## config.mk

```make
export PLATFORM = sky130hd
export DESIGN_NAME = seg_rights_loader
export DESIGN_NICKNAME = d
export VERILOG_FILES = /design/src/rtl/slr_pkg.sv /design/src/rtl/slr_check.sv /design/src/rtl/slr_eval.sv /design/src/rtl/seg_rights_loader.sv
export SDC_FILE = /design/constraint.sdc
export NUM_CORES = 1
export LEC_CHECK = 0
export ABC_CLOCK_PERIOD_IN_PS = 9000
export BUFFER_PORTS_ARGS = -buffer_cell sky130_fd_sc_hd__buf_4
export CELL_PAD_IN_SITES_DETAIL_PLACEMENT = 1
export CELL_PAD_IN_SITES_GLOBAL_PLACEMENT = 1
export CORE_UTILIZATION = 43
export DETAILED_ROUTE_END_ITERATION = 10
export HOLD_SLACK_MARGIN = 0.03
export PLACE_DENSITY = 0.85
export SYNTH_ARGS = -nofsm -noshare
export SYNTH_HDL_FRONTEND = slang
export SYNTH_SLANG_ARGS = --single-unit
```

## constraint.sdc

```tcl
create_clock -name clk -period 9 [get_ports clk]
set_input_delay 1.35 -clock clk [delete_from_list [all_inputs] [get_ports clk]]
set_output_delay 1.35 -clock clk [all_outputs]
set_load 0.1 [all_outputs]
```

## src/rtl/slr_pkg.sv

```systemverilog
package slr_pkg;

  typedef enum logic [1:0] {
    SZ16 = 2'd0,
    SZ32 = 2'd1,
    SZ64 = 2'd2,
    SZ64B = 2'd3
  } dst_size_e;

  typedef enum logic [2:0] {
    ST_IDLE,
    ST_CHECK,
    ST_REQ,
    ST_RESP,
    ST_DONE
  } ld_state_e;

  localparam logic [31:0] RIGHTS_MASK32 = 32'h00FF_FF00;

  // System/gate type codes that may be inspected
  function automatic logic sys_type_ok(input logic [3:0] t);
    case (t)
      4'h1, 4'h2, 4'h3, 4'h4, 4'h5, 4'h9, 4'hB, 4'hC: return 1'b1;
      default: return 1'b0;
    endcase
  endfunction

endpackage

```

## src/rtl/slr_check.sv

```systemverilog
module slr_check #(
  parameter int ADDR_W = 32,
  parameter int LIM_W  = 16
) (
  input  logic [15:0]       sel_i,
  input  logic [ADDR_W-1:0] gtab_base_i,
  input  logic [LIM_W-1:0]  gtab_limit_i,
  input  logic [ADDR_W-1:0] ltab_base_i,
  input  logic [LIM_W-1:0]  ltab_limit_i,
  output logic              reach_ok_o,
  output logic [ADDR_W-1:0] fetch_addr_o
);
  localparam int CMP_W = ((LIM_W > 16) ? LIM_W : 16) + 1;

  logic              use_local;
  logic              is_null;
  logic [15:0]       byte_ofs;
  logic [CMP_W-1:0]  last_byte;
  logic [CMP_W-1:0]  lim_ext;
  logic [ADDR_W-1:0] base_sel;

  always_comb begin
    use_local    = sel_i[2];
    is_null      = (sel_i[15:2] == 14'd0);
    byte_ofs     = {sel_i[15:3], 3'b000};
    last_byte    = CMP_W'(byte_ofs) + CMP_W'(7);
    lim_ext      = use_local ? CMP_W'(ltab_limit_i) : CMP_W'(gtab_limit_i);
    base_sel     = use_local ? ltab_base_i : gtab_base_i;
    reach_ok_o   = !is_null && (last_byte <= lim_ext);
    fetch_addr_o = base_sel + ADDR_W'(byte_ofs) + ADDR_W'(4);
  end

endmodule

```

## src/rtl/slr_eval.sv

```systemverilog
module slr_eval
  import slr_pkg::*;
(
  input  logic [31:0] word_i,
  input  logic [1:0]  rpl_i,
  input  logic [1:0]  cpl_i,
  input  dst_size_e   size_i,
  input  logic [63:0] dest_i,
  output logic        pass_o,
  output logic [63:0] result_o
);
  logic       is_seg;
  logic [3:0] typ;
  logic [1:0] dpl;
  logic [1:0] eff_pl;
  logic       conforming;
  logic       type_ok;
  logic       priv_ok;
  logic [31:0] masked32;

  always_comb begin
    is_seg     = word_i[12];
    typ        = word_i[11:8];
    dpl        = word_i[14:13];
    eff_pl     = (cpl_i > rpl_i) ? cpl_i : rpl_i;
    conforming = is_seg && typ[3] && typ[2];
    type_ok    = is_seg || sys_type_ok(typ);
    priv_ok    = conforming || (dpl >= eff_pl);
    pass_o     = type_ok && priv_ok;
    masked32   = word_i & RIGHTS_MASK32;
    unique case (size_i)
      SZ16:    result_o = {dest_i[63:16], word_i[15:8], 8'h00};
      SZ32:    result_o = {dest_i[63:32], masked32};
      default: result_o = {32'h0, masked32};
    endcase
  end

endmodule

```

## src/rtl/seg_rights_loader.sv

```systemverilog
module seg_rights_loader
  import slr_pkg::*;
#(
  parameter int ADDR_W = 32,
  parameter int LIM_W  = 16
) (
  input  logic              clk,
  input  logic              rst_n,
  input  logic              start_i,
  input  logic [15:0]       sel_i,
  input  logic [1:0]        size_i,
  input  logic [1:0]        cpl_i,
  input  logic [63:0]       dest_i,
  input  logic [ADDR_W-1:0] gtab_base_i,
  input  logic [LIM_W-1:0]  gtab_limit_i,
  input  logic [ADDR_W-1:0] ltab_base_i,
  input  logic [LIM_W-1:0]  ltab_limit_i,
  output logic              mem_req_o,
  output logic [ADDR_W-1:0] mem_addr_o,
  input  logic              mem_ready_i,
  input  logic              mem_rvalid_i,
  input  logic [31:0]       mem_rdata_i,
  output logic              busy_o,
  output logic              done_o,
  output logic              zf_o,
  output logic [63:0]       result_o
);

  ld_state_e         state_q, state_d;
  logic [15:0]       sel_q;
  dst_size_e         size_q;
  logic [1:0]        cpl_q;
  logic [63:0]       dest_q;
  logic [ADDR_W-1:0] addr_q;
  logic              zf_q, zf_d;
  logic [63:0]       res_q, res_d;
  logic              cap_en, addr_en, out_en;

  logic              chk_ok;
  logic [ADDR_W-1:0] chk_addr;
  logic              ev_pass;
  logic [63:0]       ev_result;

  slr_check #(.ADDR_W(ADDR_W), .LIM_W(LIM_W)) u_check (
    .sel_i        (sel_q),
    .gtab_base_i  (gtab_base_i),
    .gtab_limit_i (gtab_limit_i),
    .ltab_base_i  (ltab_base_i),
    .ltab_limit_i (ltab_limit_i),
    .reach_ok_o   (chk_ok),
    .fetch_addr_o (chk_addr)
  );

  slr_eval u_eval (
    .word_i   (mem_rdata_i),
    .rpl_i    (sel_q[1:0]),
    .cpl_i    (cpl_q),
    .size_i   (size_q),
    .dest_i   (dest_q),
    .pass_o   (ev_pass),
    .result_o (ev_result)
  );

  // Next-state logic
  always_comb begin
    state_d = state_q;
    cap_en  = 1'b0;
    addr_en = 1'b0;
    out_en  = 1'b0;
    zf_d    = zf_q;
    res_d   = res_q;
    unique case (state_q)
      ST_IDLE: begin
        if (start_i) begin
          state_d = ST_CHECK;
          cap_en  = 1'b1;
        end
      end
      ST_CHECK: begin
        if (chk_ok) begin
          state_d = ST_REQ;
          addr_en = 1'b1;
        end else begin
          state_d = ST_DONE;
          out_en  = 1'b1;
          zf_d    = 1'b0;
          res_d   = dest_q;
        end
      end
      ST_REQ: begin
        if (mem_ready_i) state_d = ST_RESP;
      end
      ST_RESP: begin
        if (mem_rvalid_i) begin
          state_d = ST_DONE;
          out_en  = 1'b1;
          zf_d    = ev_pass;
          res_d   = ev_pass ? ev_result : dest_q;
        end
      end
      ST_DONE: state_d = ST_IDLE;
      default: state_d = ST_IDLE;
    endcase
  end

  // Registers
  always_ff @(posedge clk or negedge rst_n) begin
    if (!rst_n) begin
      state_q <= ST_IDLE;
      sel_q   <= '0;
      size_q  <= SZ16;
      cpl_q   <= '0;
      dest_q  <= '0;
      addr_q  <= '0;
      zf_q    <= 1'b0;
      res_q   <= '0;
    end else begin
      state_q <= state_d;
      if (cap_en) begin
        sel_q  <= sel_i;
        size_q <= dst_size_e'(size_i);
        cpl_q  <= cpl_i;
        dest_q <= dest_i;
      end
      if (addr_en) addr_q <= chk_addr;
      if (out_en) begin
        zf_q  <= zf_d;
        res_q <= res_d;
      end
    end
  end

  assign mem_req_o  = (state_q == ST_REQ);
  assign mem_addr_o = addr_q;
  assign busy_o     = (state_q != ST_IDLE);
  assign done_o     = (state_q == ST_DONE);
  assign zf_o       = zf_q;
  assign result_o   = res_q;

  // Null selector never reaches the memory port
  assert_null_noreq_R1: assert property (@(posedge clk) disable iff (!rst_n)
    (state_q == ST_CHECK && sel_q[15:2] == 14'd0) |=> !mem_req_o);

  // Request held with stable address until accepted
  assert_req_hold_R4: assert property (@(posedge clk) disable iff (!rst_n)
    (mem_req_o && !mem_ready_i) |=> (mem_req_o && $stable(mem_addr_o)));

  // 16-bit success image has a clear low byte
  assert_res16_lowbyte_R9: assert property (@(posedge clk) disable iff (!rst_n)
    (done_o && zf_o && size_q == SZ16) |-> (result_o[7:0] == 8'h00));

  // 64-bit success image is zero-extended
  assert_res64_zext_R10: assert property (@(posedge clk) disable iff (!rst_n)
    (done_o && zf_o && size_q[1]) |-> (result_o[63:24] == 40'h0));

  // Completion pulse is exactly one cycle
  assert_done_pulse_R11: assert property (@(posedge clk) disable iff (!rst_n)
    done_o |=> !done_o);

  // A start during the completion cycle launches nothing
  assert_no_restart_R12: assert property (@(posedge clk) disable iff (!rst_n)
    done_o |=> !busy_o);

endmodule

```

* Yosys cells after proc, flatten, opt, wreduce, memory -nomap -nowiden
Memories as Yosys holds them, arrays and structs flattened. Index checks and enable logic that the tools add are counted.
Word-level totals: register bits 184, output and inout port bits 100, bits in read-only memories 16, memories 1, bits of input ports 217
Memories:
- (name not given) | words 16, width 1, read ports 1, clocked after memory_dff 0, write ports 0, RTL line slr_pkg.sv:22 | case (t)
Operators by class: muxes and demuxes 23, reductions and logical operators 14, equal/unequal tests 9, add/subtract/negate cells 3, magnitude comparators 3
Operator list (count):
- case mux 64 bit (2 select lines) | 2
- 2-to-1 mux 64 bit | 3
- adder 32 x 16 -> 32 bit | 1
- adder 32 x 3 -> 32 bit (second input constant) | 1
- 2-to-1 mux 32 bit | 1
- adder 16 x 3 -> 17 bit (second input constant) | 1
- less-or-equal comparator 17 bit | 1
- 2-to-1 mux 16 bit | 1
- zero test 14 bit | 1
- 2-to-1 mux 3 bit | 4
- case mux 3 bit (4 select lines) | 1
- 2-to-1 mux 1 bit | 8
- equality test 3 x 2 -> 1 bit (second input constant) | 2
- inequality test 2 bit (second input constant) | 3
- logical AND 1 bit | 4
- case mux 1 bit (2 select lines) | 2
- AND reduction 4 bit | 1
- equality test 3 x 1 -> 1 bit (second input constant) | 1
- equality test 3 bit (second input constant) | 1
- zero test 3 bit | 1
- AND reduction 3 bit | 1
- nonzero test 3 bit | 1
- equality test 2 x 1 -> 1 bit (second input constant) | 1
- greater-or-equal comparator 2 bit | 1
- 7 further kinds | 8

* Longest topological paths before layout
word-level depth 8, gate-level depth with buffers 16

* Modules after synthesis
From an unflattened synthesis, not the netlist that was laid out.
Unflattened totals: cells, all modules 828, area, all modules 10710.3 sq um
By module, submodules not included:
- seg_rights_loader | cells each 478, area an instance 8041.5 sq um, times used 1, sequential area each 4604.4 sq um
- slr_check | cells each 257, area an instance 1978.1 sq um, times used 1, sequential area each 0.0 sq um
- slr_eval | cells each 93, area an instance 690.7 sq um, times used 1, sequential area each 0.0 sq um

* Least setup slack after synthesis
Ideal clock, no wire load.
kind register to output, start point register state_q[1], end point output port mem_req_o, path buffers 1, arrival time 2.765 ns, cell stages (with the launch flop) 3, path slack 4.885 ns, cells stage by stage dfrtp_1 clkbuf_1 nor3b_1
On the way: cells in the longest elaborated chain, start to end 1
RTL lines:
- start: declaration | RTL line seg_rights_loader.sv:29 | ld_state_e state_q, state_d;
- start signal: assignment | RTL line seg_rights_loader.sv:118 | state_q <= state_d;
- equality test 3 x 2 -> 1 bit | RTL line seg_rights_loader.sv:133 | assign mem_req_o = (state_q == ST_REQ);
- end: declaration | RTL line seg_rights_loader.sv:18 | output logic mem_req_o,
Every way passes these cells.

* Worst setup path in the final report
start point register sel_q[2], end point register addr_q[31] (netlist: mem_addr_o[31])
On the way: cells in the longest elaborated chain, start to end 5, elaborated cells on any way between the ends 10, classes of those cells add/sub (2); order compare (1); mux (4); reduce/logical (3)
RTL lines:
- start: declaration | RTL line seg_rights_loader.sv:30 | logic [15:0] sel_q;
- start signal: assignment | RTL line seg_rights_loader.sv:120 | sel_q <= sel_i;
- parallel branches: the longest is 5 deep, another holds adder 32 x 16 -> 32 bit
- end signal: assignment | RTL line seg_rights_loader.sv:125 | if (addr_en) addr_q <= chk_addr;
- end: declaration | RTL line seg_rights_loader.sv:34 | logic [ADDR_W-1:0] addr_q;
Several ways; the timed one is not identified. A chain may end at the register's enable or synchronous reset.

==> reports/metrics.yaml <==
viasPerCell: 5.266
cts_buffer_depth: 2
track_usage: 0.2482
critPathArrivalTime_ns: 4.31
routed-via-count: 7472
num_rows: 54
nets: 1375
drive_gt1_frac: 0.4451
yosys.area.top_type: "dfrtp_1"
max-cap-violations: 0
yosysTopAreaCellShare: 0.4769
r2r_cells: 9
start_util: 0.4410
yosysUniqueCellTypes: 60
cts-resized-gates: 0
tns_ns: 0
startpoint_type: "register"
worstMarginPinSlew_ns: 1.137
fin_skew_ns: 0.01808
setup_viol: 0
synth_seq_area_share: 0.4769
relSlewSlack: 0.2419
period_minus_slack_ns: 3.999
min_path_type: "reg2reg"
dr.first_iter.drc_count: 230
cts.clk_slew.worst_paths_ns: 0.07
hold_path_depth: 1
hold_viol: 0
dp_hpwl_um: 20500
slew_violations: 0
synth_nets: 1085
antenna_found_initial: 0
outcome: "complete, no violations"
synth.most_common_cell: "dfrtp_1"
required_ns: 9.31
cp-end-kind: "register"
first_pass_iters: 4
critPathMaxFanout: 70
critPathKind: "reg2reg"
fp.dieW_um: 151.8
clock_latency_ns: 0.43
yosys-top-cells-count: "dfrtp_1, mux2_2, nand2_1"
syn_area_per_cell_um2: 11.55
synthCells: 836
synthArstFlopShare: 1.000
yosysWarnings: 0
die_h_um: 151.8
fillerInstances: 2377
grt_max_degree: 108
gp_congestion: 0.8450
postLayoutCoreUtil: 0.5832
die-area_um2: 23060
drc: 0
drtAntennaViolNets: 0
io_pins: 317
synth_edf_count: 0
synth_area_um2: 9654
cts_setup_buffers: 0
ys_top_cells_by_area: "dfrtp_1, mux2_2, mux2i_1, ha_1, nand2_1"
cts_tree: "yes"
cts_hold_buf: 0
ys_ff_latch: 184
grt_pass1_wl_um: 45220
htreeDepth: 4
cts.sinks: 184
grt-ovfl-total: 0
root_buffer: "clkbuf_16"
io_buffer_count: 300
wirelength_um: 27950
synthFlopType: "dfrtp_1"
fin_crit_sh: 0.4443
wl_per_cell_um: 19.69
rsz0062_at_grt: "false"
areaGrowthSynthToFinish_pct: 32.24
fmax_ghz: 0.2501
core_area_um2: 21890
cts_buffers: 17
antenna_cells: 0
grt_pass1_vias: 8454
[per-layer routing]
layer | track usage | part of all wire
met3 | 0.08671 | 0.080
met1 | 0.2858 | 0.39
met2 | 0.4416 | 0.52
met5 | 0 | 0
met4 | 0.05381 | 0.010
[stage by stage]
step / cell area, um2 / instances / setup slack [ns] / hold WS [ns]
final: 12770 / 1419 / 5.001 / 0.4934
after detailed placement: 12160 / 1387 / 4.793 / 0.4812
after CTS: 12770 / 1419 / 4.998 / 0.5003
after global routing: 12770 / 1419 / 4.715 / 0.5285
after global placement: 12160 / 1387 / 4.820 / 0.4776
after floorplan: 9654 / 836 / 4.885 / 0.4750
[layout make-up]
class / count / area (um2) / area share
Clock inverter: 14 / 172.7 / 0.01352
Tap cell: 280 / 350.3 / 0.02744
Inverter: 70 / 262.8 / 0.02058
Multi-Input combinational cell: 545 / 4618 / 0.3617
Clock buffer: 18 / 439.2 / 0.03440
Sequential cell: 184 / 4606 / 0.3607
Timing Repair Buffer: 308 / 2318 / 0.1816
[layout by cell type (no fill, tap or decap), types with 6 or more instances in the layout]
master     count
ha_1          31
inv_6          6
dfrtp_1      183
xor2_1         6
a211oi_1      10
nand2_1       84
nand3b_1       6
buf_4        307
o21ai_0       11
nor2_1        14
nand3_1       19
inv_1         69
mux2_2       156
a21oi_1       28
xnor2_1       21
mux2i_1       81
clkbuf_16     17
[final timing paths]
path                          startpoint             end  slack (ns)
setup / recovery                sel_q[2]  mem_addr_o[31]        5.00
hold / removal             mem_addr_o[6]   mem_addr_o[6]        0.49
setup reg to reg                sel_q[2]  mem_addr_o[31]        5.00
hold reg to reg            mem_addr_o[6]   mem_addr_o[6]        0.49
max in group asynchronous          rst_n      state_q[1]        6.38
min in group asynchronous          rst_n       sel_q[11]        1.03
[flip-flops by register name, summed over array words and instances (netlist names)]
name	flops
cpl_q	2
dest_q	64
mem_addr_o	32
result_o	64
sel_q	16
size_q	2
state_q	3
zf_o	1
[worst max-delay path: stages, from the launching register on]
cell and delay [ns]:
dfrtp_2 0.34, buf_4 0.69, mux2_2 0.43, ha_1 0.39, a21oi_1 0.21, o21ai_0 0.21, a2111oi_1 0.93, a211oi_1 0.23
xnor2_1 0.18, mux2_2 0.27
[kinds of logic (layout without fill, tap and decap cells)]
family / after synthesis / in the layout / share of synthesized area
buffers and inverters: 107 / 410 / 0.04666
muxes: 239 / 239 / 0.2687
AOI/OAI and AO/OA: 88 / 88 / 0.06182
xor gates and xnor gates: 27 / 27 / 0.02449
adders and majority gates: 32 / 32 / 0.04225
DFF: 184 / 184 / 0.4769
and+or+nand+nor: 159 / 159 / 0.07919
Power is left out: the tool's default activity adds up to more than one toggle a clock period on the data nets, which glitch-free logic cannot reach.
